[config.mk]
export PLATFORM = sky130hd
export DESIGN_NAME = irqack_vector_unit
export DESIGN_NICKNAME = d
export VERILOG_FILES = /design/src/rtl/irqack_pkg.sv /design/src/rtl/irqack_resolver.sv /design/src/rtl/irqack_timer.sv /design/src/rtl/irqack_frame_fmt.sv /design/src/rtl/irqack_vector_unit.sv
export SDC_FILE = /design/constraint.sdc
export NUM_CORES = 1
export LEC_CHECK = 0
export BUFFER_PORTS_ARGS = -buffer_cell sky130_fd_sc_hd__clkbuf_2
export CAP_MARGIN = 20
export CORE_ASPECT_RATIO = 1.75
export CORE_UTILIZATION = 40
export DETAILED_ROUTE_END_ITERATION = 8
export HOLD_SLACK_MARGIN = 0.1
export MAX_ROUTING_LAYER = met4
export PLACE_DENSITY = 0.76
export REMOVE_ABC_BUFFERS = 1
export SYNTH_ARGS = -nofsm -noshare
export SYNTH_HDL_FRONTEND = slang
export SYNTH_HIERARCHICAL = 1
export SYNTH_SLANG_ARGS = --single-unit
export TNS_END_PERCENT = 20
[constraint.sdc]
create_clock -name clk -period 6.25 [get_ports clk]
set_clock_uncertainty 0.1 [all_clocks]
set_input_delay 0.3125 -clock clk [delete_from_list [all_inputs] [get_ports clk]]
set_output_delay 0.3125 -clock clk [all_outputs]
set_load 0.02 [all_outputs]
[src/rtl/irqack_pkg.sv]
package irqack_pkg;
  typedef enum logic {ST_IDLE, ST_ACK} ack_state_e;

  // Spurious-interrupt vector and base of the autovector range
  localparam int unsigned SPURIOUS_VEC = 24;
  localparam int unsigned AUTOVEC_BASE = 24;
endpackage

[src/rtl/irqack_resolver.sv]
module irqack_resolver
  import irqack_pkg::*;
#(
  parameter int VEC_W = 8,
  parameter int LVL_W = 3
) (
  input  logic             term_berr,
  input  logic             term_autovec,
  input  logic             term_dtack,
  input  logic             term_expire,
  input  logic [LVL_W-1:0] cur_level,
  input  logic [VEC_W-1:0] dev_vec,
  output logic             hit,
  output logic [VEC_W-1:0] vector
);
  // Fixed priority: bus error, then autovector, then data acknowledge.
  // Timeout falls through to the spurious vector.
  always_comb begin
    hit    = term_berr | term_autovec | term_dtack | term_expire;
    vector = VEC_W'(SPURIOUS_VEC);
    if (term_berr)
      vector = VEC_W'(SPURIOUS_VEC);
    else if (term_autovec)
      vector = VEC_W'(AUTOVEC_BASE) + VEC_W'(cur_level);
    else if (term_dtack)
      vector = dev_vec;
  end
endmodule

[src/rtl/irqack_timer.sv]
module irqack_timer #(
  parameter int TIMEOUT_CYCLES = 16,
  localparam int CNT_W = $clog2(TIMEOUT_CYCLES + 1)
) (
  input  logic clk,
  input  logic rst,
  input  logic run,
  output logic expire
);
  logic [CNT_W-1:0] cnt;

  assign expire = run && (cnt == CNT_W'(TIMEOUT_CYCLES - 1));

  always_ff @(posedge clk) begin
    if (rst || !run)
      cnt <= '0;
    else if (!expire)
      cnt <= cnt + 1'b1;
  end

  // the count never passes the last allowed cycle while running
  a_r7_count_bounded: assert property (@(posedge clk) disable iff (rst)
    run |-> (cnt < CNT_W'(TIMEOUT_CYCLES)));
endmodule

[src/rtl/irqack_frame_fmt.sv]
module irqack_frame_fmt #(
  parameter int VEC_W      = 8,
  parameter int FMT_WORD_W = 16,
  parameter int FMT_W      = 4,
  localparam int OFS_W     = FMT_WORD_W - FMT_W,
  localparam int ADDR_W    = VEC_W + 2
) (
  input  logic                  clk,
  input  logic                  rst,
  input  logic                  load,
  input  logic [VEC_W-1:0]      vector,
  output logic                  done,
  output logic [VEC_W-1:0]      vec_num,
  output logic [ADDR_W-1:0]     vec_addr,
  output logic [FMT_WORD_W-1:0] fmt_word
);
  logic [ADDR_W-1:0] scaled;
  assign scaled = {vector, 2'b00};

  always_ff @(posedge clk) begin
    if (rst) begin
      done     <= 1'b0;
      vec_num  <= '0;
      vec_addr <= '0;
      fmt_word <= '0;
    end else begin
      done <= load;
      if (load) begin
        vec_num  <= vector;
        vec_addr <= scaled;
        fmt_word <= {FMT_W'(0), OFS_W'(scaled)};
      end
    end
  end

  // the result strobe lasts a single cycle
  a_r8_done_single: assert property (@(posedge clk) disable iff (rst)
    done |=> !done);
endmodule

[src/rtl/irqack_vector_unit.sv]
module irqack_vector_unit
  import irqack_pkg::*;
#(
  parameter int VEC_W          = 8,
  parameter int LVL_W          = 3,
  parameter int FMT_WORD_W     = 16,
  parameter int TIMEOUT_CYCLES = 16
) (
  input  logic                  clk,
  input  logic                  rst,
  input  logic                  start,
  input  logic [LVL_W-1:0]      level,
  input  logic                  dev_dtack,
  input  logic [VEC_W-1:0]      dev_vector,
  input  logic                  dev_autovec,
  input  logic                  dev_berr,
  output logic                  ack_cycle,
  output logic [LVL_W-1:0]      ack_level,
  output logic                  done,
  output logic [VEC_W-1:0]      vec_num,
  output logic [VEC_W+1:0]      vec_addr,
  output logic [FMT_WORD_W-1:0] fmt_word
);
  ack_state_e       state;
  logic             active, expire, hit, load;
  logic [VEC_W-1:0] sel_vec;

  assign active    = (state == ST_ACK);
  assign ack_cycle = active;
  assign load      = active && hit;

  irqack_timer #(.TIMEOUT_CYCLES(TIMEOUT_CYCLES)) u_timer (
    .clk(clk), .rst(rst), .run(active), .expire(expire)
  );

  irqack_resolver #(.VEC_W(VEC_W), .LVL_W(LVL_W)) u_resolve (
    .term_berr(dev_berr), .term_autovec(dev_autovec), .term_dtack(dev_dtack),
    .term_expire(expire), .cur_level(ack_level), .dev_vec(dev_vector),
    .hit(hit), .vector(sel_vec)
  );

  irqack_frame_fmt #(.VEC_W(VEC_W), .FMT_WORD_W(FMT_WORD_W)) u_fmt (
    .clk(clk), .rst(rst), .load(load), .vector(sel_vec),
    .done(done), .vec_num(vec_num), .vec_addr(vec_addr), .fmt_word(fmt_word)
  );

  always_ff @(posedge clk) begin
    if (rst) begin
      state     <= ST_IDLE;
      ack_level <= '0;
    end else begin
      case (state)
        ST_IDLE: if (start && level != '0) begin
          state     <= ST_ACK;
          ack_level <= level;
        end
        ST_ACK: if (hit) state <= ST_IDLE;
        default: state <= ST_IDLE;
      endcase
    end
  end

  // a nonzero level is presented and held for the whole cycle
  a_r2_level_nonzero: assert property (@(posedge clk) disable iff (rst)
    ack_cycle |-> (ack_level != '0));
  a_r2_level_stable: assert property (@(posedge clk) disable iff (rst)
    (ack_cycle && $past(ack_cycle)) |-> $stable(ack_level));
  // a result only follows an active acknowledge cycle
  a_r10_done_after_ack: assert property (@(posedge clk) disable iff (rst)
    done |-> ($past(ack_cycle) && !ack_cycle));
  // bus error selects the spurious vector
  a_r5_berr_spurious: assert property (@(posedge clk) disable iff (rst)
    (done && $past(dev_berr && ack_cycle)) |-> (vec_num == VEC_W'(SPURIOUS_VEC)));
  // autovector beats data acknowledge
  a_r4_autovector: assert property (@(posedge clk) disable iff (rst)
    (done && $past(dev_autovec && !dev_berr && ack_cycle))
      |-> (vec_num == VEC_W'(AUTOVEC_BASE) + VEC_W'($past(ack_level))));
  // a lone data acknowledge passes the device vector through
  a_r3_dtack_pass: assert property (@(posedge clk) disable iff (rst)
    (done && $past(dev_dtack && !dev_autovec && !dev_berr && ack_cycle))
      |-> (vec_num == $past(dev_vector)));
endmodule

### Yosys cells after proc, flatten, opt, wreduce, memory -nomap -nowiden

Cells that the tools add are included.

| word-level totals | value |
|---|---|
| logic and storage cells | 25 |
| register bits | 18 |
| output and inout bits | 39 |

| cells by class | value |
|---|---|
| reductions and logical operators | 7 |
| $add $sub $neg | 2 |
| equality and inequality tests | 1 |
| mux-type cells | 6 |
| bitwise logic cells | 4 |

Operator list:

| cell | number |
|---|---|
| $mux W8 | 3 |
| $add A5 B3 Y6 const A | 1 |
| $add A5 B1 Y5 const B | 1 |
| $eq A5 B4 Y1 const B | 1 |
| $logic_and A1 B1 Y1 | 3 |
| $or A1 B1 Y1 | 3 |
| $reduce_bool A3 Y1 | 1 |
| $mux W1 | 2 |
| $pmux W1 S2 | 1 |
| $reduce_and A2 Y1 | 1 |
| $logic_not A1 Y1 | 1 |
| $logic_or A1 B1 Y1 | 1 |
| $not A1 Y1 | 1 |

### Longest topological paths before layout

| logic depth | value |
|---|---|
| depth in word-level cells | 5 |
| gate-level depth with buffers | 11 |

### By module

The synthesis kept the hierarchy.

Modules (own cells, without submodules):

| module | area an instance (um^2) | cells an instance | instances |
|---|---|---|---|
| irqack_frame_fmt | 511.7 | 55 | 1 |
| irqack_timer | 255.2 | 25 | 1 |
| irqack_vector_unit | 193.9 | 22 | 1 |
| irqack_resolver | 97.6 | 13 | 1 |

### Worst setup path after synthesis

No wires, ideal clock.

| path | value |
|---|---|
| kind | register -> register |
| start | register u_timer.cnt[0] |
| end | register u_fmt.vec_addr[2] |
| path buffers | 2 |
| stages on the path, launching flop included | 12 |
| data required time | 6.033 ns |
| slack | 4.295 ns |
| data arrival time | 1.738 ns |
| cell sequence | dfxtp_1 ha_1 and3_1 ha_1 buf_6 and2_1 nor2_1 nand2_1 and2_4 buf_6 mux2i_1 nor2_1 |

| on the way | value |
|---|---|
| cells in the longest elaborated chain, start to end | 4 |

RTL lines:

| item | RTL line | RTL |
|---|---|---|
| start: declaration | irqack_timer.sv:10 | `logic [CNT_W-1:0] cnt;` |
| start signal: assignment | irqack_timer.sv:18 | `cnt <= cnt + 1'b1;` |
| $eq A5 B4 Y1 | irqack_timer.sv:12 | `assign expire = run && (cnt == CNT_W'(TIMEOUT_CYCLES - 1));` |
| $logic_and A1 B1 Y1 | irqack_timer.sv:12 |  |
| via expire | irqack_vector_unit.sv:25 | `logic active, expire, hit, load;` |
| $or A1 B1 Y1 | irqack_resolver.sv:19 | `hit = term_berr \| term_autovec \| term_dtack \| term_expire;` |
| via hit | irqack_vector_unit.sv:25 |  |
| $logic_and A1 B1 Y1 | irqack_vector_unit.sv:30 | `assign load = active && hit;` |
| via load | irqack_vector_unit.sv:25 |  |
| end signal: assignment | irqack_frame_fmt.sv:30 | `vec_addr <= scaled;` |
| end: declaration | irqack_frame_fmt.sv:14 | `output logic [ADDR_W-1:0] vec_addr,` |

The timed path passes the listed nets, and every way through them passes these cells.
A chain may end at the register's enable or synchronous reset.

### Worst setup path in the final report

| path | value |
|---|---|
| start | register u_timer.cnt[0] |
| end | register u_fmt.vec_addr[9] |

Same word-level chain as after synthesis.

==> results.json <==
{
  "run_status": "completed",
  "seq_area_frac_synth_pct": 34.0,
  "dp_hpwl_mm": 1.56,
  "synth_seq_cells": 18,
  "cts.sinks": 18,
  "grt_max_degree": 15,
  "clkLatencyLatePin_ns": 0.26,
  "drt_iter0_drc": 17,
  "htreeDepth": 1,
  "p_seq_share_pct": 46.4,
  "netlist_instances": 115,
  "final_hold_viol_count": 0,
  "yosys.area.top_type_share_pct": 34.0,
  "setup_tns_ns": 0,
  "peakVddDrop_mv": 0.111,
  "yosysWarnings": 6,
  "io_buffers": 45,
  "required_ns": 6.29,
  "io-pin-count": 56,
  "r2r_setup_slack_ns": 4.17,
  "synth_top_cell_by_area": "dfxtp_1",
  "final_layout_size_suffix_gt1_share_pct": 41.3,
  "finalCriticalPeriod_ns": 2.08,
  "fin_hold_ws_ns": 0.228,
  "crit_path_start": "u_timer/cnt[0]",
  "ys_types": 28,
  "cts_tree": "done",
  "synth_edf_count": 0,
  "antenna_found_initial": 0,
  "p_int_uw": 193,
  "power.static_leakage_uw": 0.000631,
  "max_cap_violations": 0,
  "setup.worst_path.start_class": "flip-flop",
  "switching_power_uw": 74.2,
  "num_vias": 813,
  "holdCritPathClass": "in2reg",
  "final_core_util_pct": 47.2,
  "hold_start": "level[0]",
  "place_congestion": 0.792,
  "synth_flop_cell": "dfxtp_1",
  "avgViaCountPerCell": 4.81,
  "postCtsSetupBuffers": 0,
  "multi_input_comb_area_um2": 500,
  "routed_wl_mm": 1.96,
  "die_w_um": 40.9,
  "antenna_cells": 0,
  "rows": 24,
  "syn_area_um2": 1060,
  "die_y_um": 70.1,
  "n_fill_cell": 265,
  "dieArea_um2": 2860,
  "p_comb_share_pct": 18.2,
  "hold_buffers": 0,
  "end_kind": "flip-flop",
  "core_area_um2": 2490,
  "power_density_nw_per_um2": 227,
  "synth.area.top_cells": "dfxtp_1 (34%), buf_4 (18%), mux2i_1 (8.5%)",
  "cts_resized": 0,
  "p_clk_share_pct": 35.5,
  "grt_pass1_vias": 768,
  "fin_nets": 163,
  "root_buffer": "clkbuf_8",
  "r2r_start": "u_timer/cnt[0]",
  "first_pass_iters": 4,
  "fmax_mhz": 481,
  "area_growth_pct": 11.2,
  "overflow": 0,
  "path_max_fanout": 10,
  "setup_viol": 0,
  "path_class": "reg2reg",
  "arrival_ns": 2.12,
  "regArea_um2": 360,
  "drc": 0,
  "swShare_pct": 27.8,
  "cts_buffer_depth": 2,
  "rsz0062_at_grt": "false",
  "ys_async_sr_fraction_pct": 0,
  "grt_pass1_wl_mm": 3.20,
  "final_antenna_net_count": 0,
  "final_area_um2": 1180,
  "cts_buffers": 3,
  "clkTransAtPathRegs_ns": 0.07,
  "grt_usage_pct": 16.0,
  "syn_area_per_cell_um2": 9.20,
  "start_util_pct": 42.5,
  "drv_slew": 0,
  "dpl_cell_area_um2": 1120,
  "fin_crit_sh_pct": 33.3,
  "wl_per_cell_um": 11.6
}
[cell families after synthesis]
| group | synth area share, % |
|---|---|
| flops | 34.0 |
| xor+xnor | 2.48 |
| mux | 8.51 |
| buf+inv | 21.9 |
| other cells | 0.354 |
| simple gates | 21.3 |
| compound gates | 9.10 |
| fa+ha+maj | 2.36 |
[registers in the layout, indices dropped and copies added, names as in the netlist]
| name | cells |
|---|---|
| ack_cycle | 1 |
| ack_level | 3 |
| u_timer/cnt | 5 |
| u_fmt/done | 1 |
| u_fmt/vec_addr | 8 |
[routing by layer]
layer  vias to the layer above  global-route usage (%)  routed length [um]
li1                        397                       -                   -
met1                       367                    17.3                 778
met2                        44                    26.4                 999
met3                         5                    1.90                 130
met4                         0                    8.15                  46
met5                         -                       -                   0
[synth_stat cells, types with 2 or more instances]
cell and number:
nand3b_1 2, buf_4 26, nand2_1 4, a32o_2 3, xor2_1 2, o21ai_0 3
dfxtp_1 18, buf_6 2, a21oi_1 4, nand2b_1 2, and3_1 4, mux2i_1 9
ha_1 2, nor2_1 19, nor2b_1 2
[power groups by stage]
stage	clock network (uW)	logic, uW	registers, uW
2_1_floorplan	0	21.8	135
5_1_grt	100	53.4	125
4_1_cts	96.6	48.8	124
3_5_place_dp	0	48.5	126
3_3_place_gp	0	47.5	126
6_report	94.7	48.5	124
[through the flow]
stage / total power (uW) / setup WS [ns] / cells
final: 267 / 4.17 / 169
after global routing: 278 / 4.05 / 169
after CTS: 269 / 4.15 / 169
after detailed placement: 175 / 4.16 / 165
after global placement: 174 / 4.28 / 165
after floorplan: 157 / 4.35 / 94
[worst max-delay path, stage by stage, from the launching register on]
cell	delay [ns]
dfxtp_1	0.41
ha_1	0.19
and3_1	0.16
ha_1	0.31
and2_1	0.17
nor2_1	0.04
nand2_1	0.06
and2_4	0.25
mux2i_1	0.21
nor2_1	0.05
[path summary, 6_finish.rpt]
| check | endpoint | depth (start not counted) |
|---|---|---|
| worst min-delay path | ack_level[0] | 3 |
| worst min register to register | u_timer/cnt[4] | 2 |
| worst max-delay path | u_fmt/vec_addr[9] | 9 |
| worst max register to register | u_fmt/vec_addr[9] | 9 |
[layout make-up]
type                            instances  share of cell area, %
Timing Repair Buffer                   45                   19.1
Clock buffer                            4                   4.68
Inverter                                1                  0.319
Tap cell                               26                   2.76
Multi-Input combinational cell         75                   42.5
Sequential cell                        18                   30.6
[cell usage in the layout (no fill, tap or decap), drive strengths merged]
master	instances
clkbuf	49
nor2	21
dfxtp	18
conb	10
mux2i	9
nand2	4
a21oi	4
and3	4
o21ai	3
a32o	3
nor2b	3
nand2b	2
nand3b	2
xor2	2
ha	2
and2	2
and2b	1
a2111oi	1
inv	1
nand4b	1
xnor2	1
(Power assumes the default switching activity.)
